===== config.mk =====
export PLATFORM = sky130hd
export DESIGN_NAME = branch_cond_eval
export DESIGN_NICKNAME = d
export VERILOG_FILES = /design/src/rtl/bce_pkg.sv /design/src/rtl/bce_flag_path.sv /design/src/rtl/bce_control.sv /design/src/rtl/branch_cond_eval.sv
export SDC_FILE = /design/constraint.sdc
export NUM_CORES = 1
export LEC_CHECK = 0
export ABC_CLOCK_PERIOD_IN_PS = 1780
export CORE_MARGIN = 2
export CORE_UTILIZATION = 13
export CTS_CLUSTER_SIZE = 40
export DETAILED_ROUTE_END_ITERATION = 10
export GPL_TIMING_DRIVEN = 1
export PLACE_DENSITY = 0.85
export SLEW_MARGIN = 15
export SYNTH_ARGS = -nofsm -noshare
export SYNTH_HDL_FRONTEND = slang
export SYNTH_SLANG_ARGS = --single-unit
export TNS_END_PERCENT = 5

===== constraint.sdc =====
create_clock -name clk -period 1.78 [get_ports clk]
set_clock_uncertainty 0.05 [all_clocks]
set_input_delay 0.178 -clock clk [delete_from_list [all_inputs] [get_ports clk]]
set_output_delay 0.178 -clock clk [all_outputs]
set_load 0.05 [all_outputs]

===== src/rtl/bce_pkg.sv =====
package bce_pkg;
  localparam int DATA_W     = 32;
  localparam int INSTR_W    = 32;
  localparam int OPC_W      = 5;
  localparam int OPC_LSB    = 27;
  localparam int COND_W     = 3;
  localparam int COND_LSB   = 23;
  localparam int COND_NUM   = 1 << COND_W;
  localparam int HALF_NUM   = COND_NUM / 2;
  localparam logic [OPC_W-1:0] BRANCH_OPC = 5'b01111;

  typedef struct packed {
    logic neg;
    logic zero;
    logic carry;
  } flags_t;

  typedef struct packed {
    logic captureFlags;
  } strobes_t;
endpackage


===== src/rtl/bce_flag_path.sv =====
module bce_flag_path
  import bce_pkg::*;
#(
  parameter int RES_W = DATA_W
) (
  input  logic             clk,
  input  logic             rst,
  input  strobes_t         strobes,
  input  logic [RES_W-1:0] aluResult,
  input  logic             aluCarry,
  output flags_t           flags
);
  localparam int SIGN_BIT = RES_W - 1;

  flags_t flagsNext;

  always_comb begin
    flagsNext.neg   = aluResult[SIGN_BIT];
    flagsNext.zero  = (aluResult == '0);
    flagsNext.carry = aluCarry;
  end

  always_ff @(posedge clk) begin
    if (rst)                       flags <= '0;
    else if (strobes.captureFlags) flags <= flagsNext;
  end

  a_r2_hold_without_strobe: assert property (@(posedge clk) disable iff (rst)
    !strobes.captureFlags |=> $stable(flags));
  a_r3_neg_from_sign: assert property (@(posedge clk) disable iff (rst)
    strobes.captureFlags |=> flags.neg == $past(aluResult[SIGN_BIT]));
  a_r4_zero_detect: assert property (@(posedge clk) disable iff (rst)
    strobes.captureFlags |=> flags.zero == ($past(aluResult) == '0));
  a_r5_carry_capture: assert property (@(posedge clk) disable iff (rst)
    strobes.captureFlags |=> flags.carry == $past(aluCarry));
endmodule


===== src/rtl/bce_control.sv =====
module bce_control
  import bce_pkg::*;
(
  input  logic              clk,
  input  logic              rst,
  input  logic              aluValid,
  input  logic [OPC_W-1:0]  opcode,
  input  logic [COND_W-1:0] condCode,
  input  flags_t            flags,
  output strobes_t          strobes,
  output logic              branchTaken
);
  logic [COND_NUM-1:0] condVec;
  logic                isBranch;

  always_comb strobes.captureFlags = aluValid;

  // Lower half: base tests; upper half mirrors them inverted, except slot 0.
  assign condVec[0]        = 1'b1;
  assign condVec[HALF_NUM] = ~flags.carry;
  assign condVec[1]        = flags.neg;
  assign condVec[2]        = flags.zero;
  assign condVec[3]        = flags.neg | flags.zero;

  for (genvar i = 1; i < HALF_NUM; i++) begin : g_opposite
    assign condVec[i + HALF_NUM] = ~condVec[i];
  end

  assign isBranch    = (opcode == BRANCH_OPC);
  assign branchTaken = isBranch & condVec[condCode];

  a_r6_always_taken: assert property (@(posedge clk) disable iff (rst)
    (isBranch && condCode == '0) |-> branchTaken);
  a_r10_carry_clear: assert property (@(posedge clk) disable iff (rst)
    (isBranch && condCode == COND_W'(HALF_NUM)) |-> (branchTaken == !flags.carry));
  a_r9_positive_pair: assert property (@(posedge clk) disable iff (rst)
    (isBranch && condCode == 3'b111) |-> (branchTaken == (!flags.neg && !flags.zero)));
endmodule


===== src/rtl/branch_cond_eval.sv =====
module branch_cond_eval
  import bce_pkg::*;
(
  input  logic               clk,
  input  logic               rst,
  input  logic               aluValid,
  input  logic [DATA_W-1:0]  aluResult,
  input  logic               aluCarry,
  input  logic [INSTR_W-1:0] instrWord,
  output logic               branchTaken
);
  strobes_t strobes;
  flags_t   flags;

  bce_flag_path #(.RES_W(DATA_W)) u_flags (
    .clk      (clk),
    .rst      (rst),
    .strobes  (strobes),
    .aluResult(aluResult),
    .aluCarry (aluCarry),
    .flags    (flags)
  );

  bce_control u_ctrl (
    .clk        (clk),
    .rst        (rst),
    .aluValid   (aluValid),
    .opcode     (instrWord[OPC_LSB +: OPC_W]),
    .condCode   (instrWord[COND_LSB +: COND_W]),
    .flags      (flags),
    .strobes    (strobes),
    .branchTaken(branchTaken)
  );

  a_r11_non_branch_low: assert property (@(posedge clk) disable iff (rst)
    (instrWord[OPC_LSB +: OPC_W] != BRANCH_OPC) |-> !branchTaken);
endmodule


## Word level (Yosys, flattened, before mapping)

Index checks and enable logic that the tools add are counted.
W data, S select, Z words.

| storage, ports and cells | value |
|---|---|
| bits in registers | 3 |
| bits of input ports | 68 |
| output and inout bits | 1 |
| word-level logic and storage cells | 14 |

| cells by class | value |
|---|---|
| magnitude comparators | 1 |
| eq/ne operators | 1 |
| muxes and demuxes | 2 |
| bitwise gates (word level) | 6 |
| reductions and logical operators | 1 |

Operators by type and width:

| kind | number |
|---|---|
| $logic_not A32 Y1 | 1 |
| $eq A5 B4 Y1 const B | 1 |
| $lt A3 B4 Y1 const B | 1 |
| $not A1 Y1 | 4 |
| $bmux W1 S3 | 1 |
| $and A1 B1 Y1 | 1 |
| $mux W1 | 1 |
| $or A1 B1 Y1 | 1 |

## Depth between registers and ports, before layout

| logic depth | value |
|---|---|
| depth after elaboration | 5 |
| gate-level depth with buffers | 4 |
| depth with buffers taken out | 4 |

## By module

Synthesis repeated with hierarchy kept, for this count alone.

| unflattened totals | value |
|---|---|
| cells, all modules | 27 |
| area total of the unflattened synthesis | 232.7 µm² |

By module, submodules not included:

| module | instances | cells each | area each (µm²) | seq. area each (µm²) |
|---|---|---|---|---|
| bce_flag_path | 1 | 20 | 178.9 | 60.1 |
| bce_control | 1 | 7 | 53.8 | 0.0 |

## Least setup slack after synthesis

Ideal clock, no wire load.

| timing path | value |
|---|---|
| kind | flip-flop to output port |
| start point | reg u_flags.flags[2] (netlist name) |
| end point | out branchTaken |
| arrival time | 1.746 ns |
| required time | 1.552 ns |
| path slack | -0.194 ns |
| cell stages (with the launch flop) | 4 |
| path buffers | 0 |
| cell sequence | dfxtp_1 -> a22oi_1 -> nand2_1 -> a211oi_1 |

| between the ends | value |
|---|---|
| longest elaborated chain between the ends | 5 |
| elaborated cells between the ends (all ways) | 6 |
| classes of those cells | mux (2); bitwise (4) |

RTL lines:

| element | RTL line | source |
|---|---|---|
| $or A1 B1 Y1 | bce_control.sv:23 | `assign condVec[3] = flags.neg \| flags.zero;` |
| $not A1 Y1 | bce_control.sv:26 | `assign condVec[i + HALF_NUM] = ~condVec[i];` |
| $bmux W1 S3 * | bce_control.sv:30 | `assign branchTaken = isBranch & condVec[condCode];` |
| $mux W1 (not written as such) * | bce_control.sv:30 |  |
| $and A1 B1 Y1 * | bce_control.sv:30 |  |
| end, declared | branch_cond_eval.sv:10 | `output logic branchTaken` |

Every way passes the cells marked *; elsewhere a longest branch is shown, timed or not. The select of a mux whose other input is x is not followed.

## Final worst setup path

| timing path | value |
|---|---|
| start point | in instrWord[23] |
| end point | out branchTaken |

| between the ends | value |
|---|---|
| longest elaborated chain between the ends | 3 |

RTL lines:

| element | RTL line | source |
|---|---|---|
| start, declared | branch_cond_eval.sv:9 | `input logic [INSTR_W-1:0] instrWord,` |
| $bmux W1 S3 | bce_control.sv:30 |  |
| $mux W1 (not written as such) | bce_control.sv:30 |  |
| $and A1 B1 Y1 | bce_control.sv:30 |  |

No other way between the ends. The select of a mux whose other input is x is not followed.

==> results_dict.tcl <==
set metrics [dict create \
    cts.clk_slew.worst_paths_ns 0.03 \
    final_hold_viol_count 0 \
    min_period_ns 1.61 \
    required_ns 1.55 \
    syn_avg_cell_area_um2 7.55 \
    status "complete, no violations" \
    wl_per_cell_um 10.4 \
    tightest_slew_ns 0.378 \
    cts_sinks 3 \
    port_buffers 44 \
    post_cts_buffers 0 \
    peakVddDrop_mv 0.333 \
    critical_path_class "in -> out" \
    regArea_um2 60.1 \
    num_vias 436 \
    area_growth_pct 239 \
    final_cell_mix "clkdlybuf4s50_1 (43), nor4_1 (6), nor2_1 (4)" \
    drive_gt1_share_pct 10.0 \
    p_per_area_nw_per_um2 415 \
    path_max_fanout 2 \
    yosys_warnings 0 \
    clk_latency_ns 0.22 \
    p_leak_nw 0.271 \
    ant_nets 0 \
    crit_end "branchTaken" \
    gp_congestion 0.757 \
    syn-instance-count 29 \
    synth.distinct_cells 14 \
    pin_count 69 \
    cts_root_buf "clkbuf_4" \
    nets 149 \
    clockBufferDepth 2 \
    tns_ns 0 \
    die_h_um 45.0 \
    wl_um 1000 \
    cap_viol_max_count 0 \
    gr-total-overflow 0 \
    final_cells 96 \
    dr.pass1.iters 4 \
    arrival_ns 1.38 \
    cts.repair.resized 0 \
    drv_slew 0 \
    post-route-period-util_pct 90.4 \
    r2r-start "u_flags.flags[2]" \
    grt_usage_pct 12.2 \
    ys_ff_latch 3 \
    max-slew-margin-rel_pct 74.4 \
    biggestRegsByFlops "u_flags.flags x3" \
    largest_reg_flops 3 \
    finalPower_uw 308 \
    critPathLaunchType "input pin" \
    cp-end-kind "output port" \
    core_area_um2 1540 \
    netlist_area_um2 219 \
    r2r_cells 2 \
    crit_start "instrWord[23]" \
    fill_cells 166 \
    grt_pass1_wl_um 1680 \
    cts_tree "built" \
    top_register "u_flags.flags" \
    r2r_slack_ns 1.15 \
    drc 0 \
    final_common_cell "clkdlybuf4s50_1" \
    cts.htree.levels 1 \
    drt_iter0_markers 3 \
    start_util_pct 14.2 \
    ys_seq_area_share_pct 27.4 \
    core.rowCount 14 \
    antenna_found_initial 0 \
    syn-num-nets 97 \
    setup_viol 0 \
    min-delay-path-class "reg -> reg" \
    max_freq_mhz 621 \
    grt_pass1_vias 478 \
    ctsHoldBuffers 0 \
    dieArea_um2 2030 \
    cts-buffers-inserted 3 \
    die_w_um 45.0 \
    multi_input_area_um2 164 \
    rsz0062_at_grt "no" \
    rr_endpoint "u_flags.flags[2]" \
    grt_max_degree 4 \
    diodes 0 \
    vias_per_cell 4.54 \
    dp.cells 92 \
]
-- kinds of logic after synthesis --
family / count (synthesis) / share of synthesized area [%]
muxes: 2 / 9.14
and+or+nand+nor: 21 / 54.3
AOI/OAI and AO/OA: 3 / 9.14
DFF: 3 / 27.4
-- worst max-delay path, stage by stage --
cell	delay, ns
clkdlybuf4s50_1	0.42
a22oi_1	0.22
nand2_1	0.09
a211oi_2	0.29
buf_12	0.17
-- synthesized netlist by cell type --
cell | n | area share (%)
a211oi_1 | 1 | 3.4
nand4_1 | 2 | 5.7
nand2_1 | 3 | 5.1
nand3_1 | 1 | 2.3
mux2i_1 | 2 | 9.1
dfxtp_1 | 3 | 27
nor3b_1 | 1 | 3.4
o21ai_1 | 1 | 2.3
nor4b_1 | 1 | 4.0
a22oi_1 | 1 | 3.4
nor2_1 | 4 | 6.9
nor4_1 | 6 | 17
or4_1 | 2 | 6.9
nor2b_1 | 1 | 2.9
-- worst min-delay path by stage --
stage | startpoint | endpoint | slack (ns) | cells after the start
after floorplan | rst | u_flags.flags[0] | 0.20 | 1
after global placement | u_flags.flags[1] | u_flags.flags[1] | 0.39 | 2
after detailed placement | u_flags.flags[1] | u_flags.flags[1] | 0.40 | 2
after CTS | u_flags.flags[1] | u_flags.flags[1] | 0.40 | 2
after global routing | u_flags.flags[1] | u_flags.flags[1] | 0.43 | 2
final | u_flags.flags[1] | u_flags.flags[1] | 0.39 | 2
-- cell type report --
| class | count | area share [%] |
|---|---|---|
| sequential | 3 | 8.08 |
| timing repair buffer | 47 | 63.6 |
| clock buffer | 4 | 3.54 |
| multi-input combinational | 26 | 22.1 |
| tap | 16 | 2.69 |
-- power by group --
part | internal (mW) | total [mW] | switching [mW]
Sequential | 0.0703 | 0.0716 | 0.00129
Combinational | 0.0949 | 0.119 | 0.0239
Clock | 0.0839 | 0.118 | 0.0338
-- through the flow --
step / instance area (µm²) / hold WS, ns / setup slack, ns / utilization (%)
finish: 743 / 0.394 / 0.170 / 48.2
global route: 743 / 0.432 / 0.0780 / 48.2
CTS: 743 / 0.399 / 0.165 / 48.2
detailed placement: 717 / 0.395 / -0.0275 / 46.5
global placement: 717 / 0.393 / -0.0117 / 46.5
floorplan: 224 / 0.200 / 0.267 / -
-- layer usage --
metal  vias up  share of wire, %  global-route usage (%)
li1        220                 -                       -
met1       186                32                    9.98
met2        28                53                    24.3
met3         2                14                    5.20
met4         0              0.80                    5.29
met5         -                 0                       0
No activity file was read; power rests on OpenSTA's default activity.
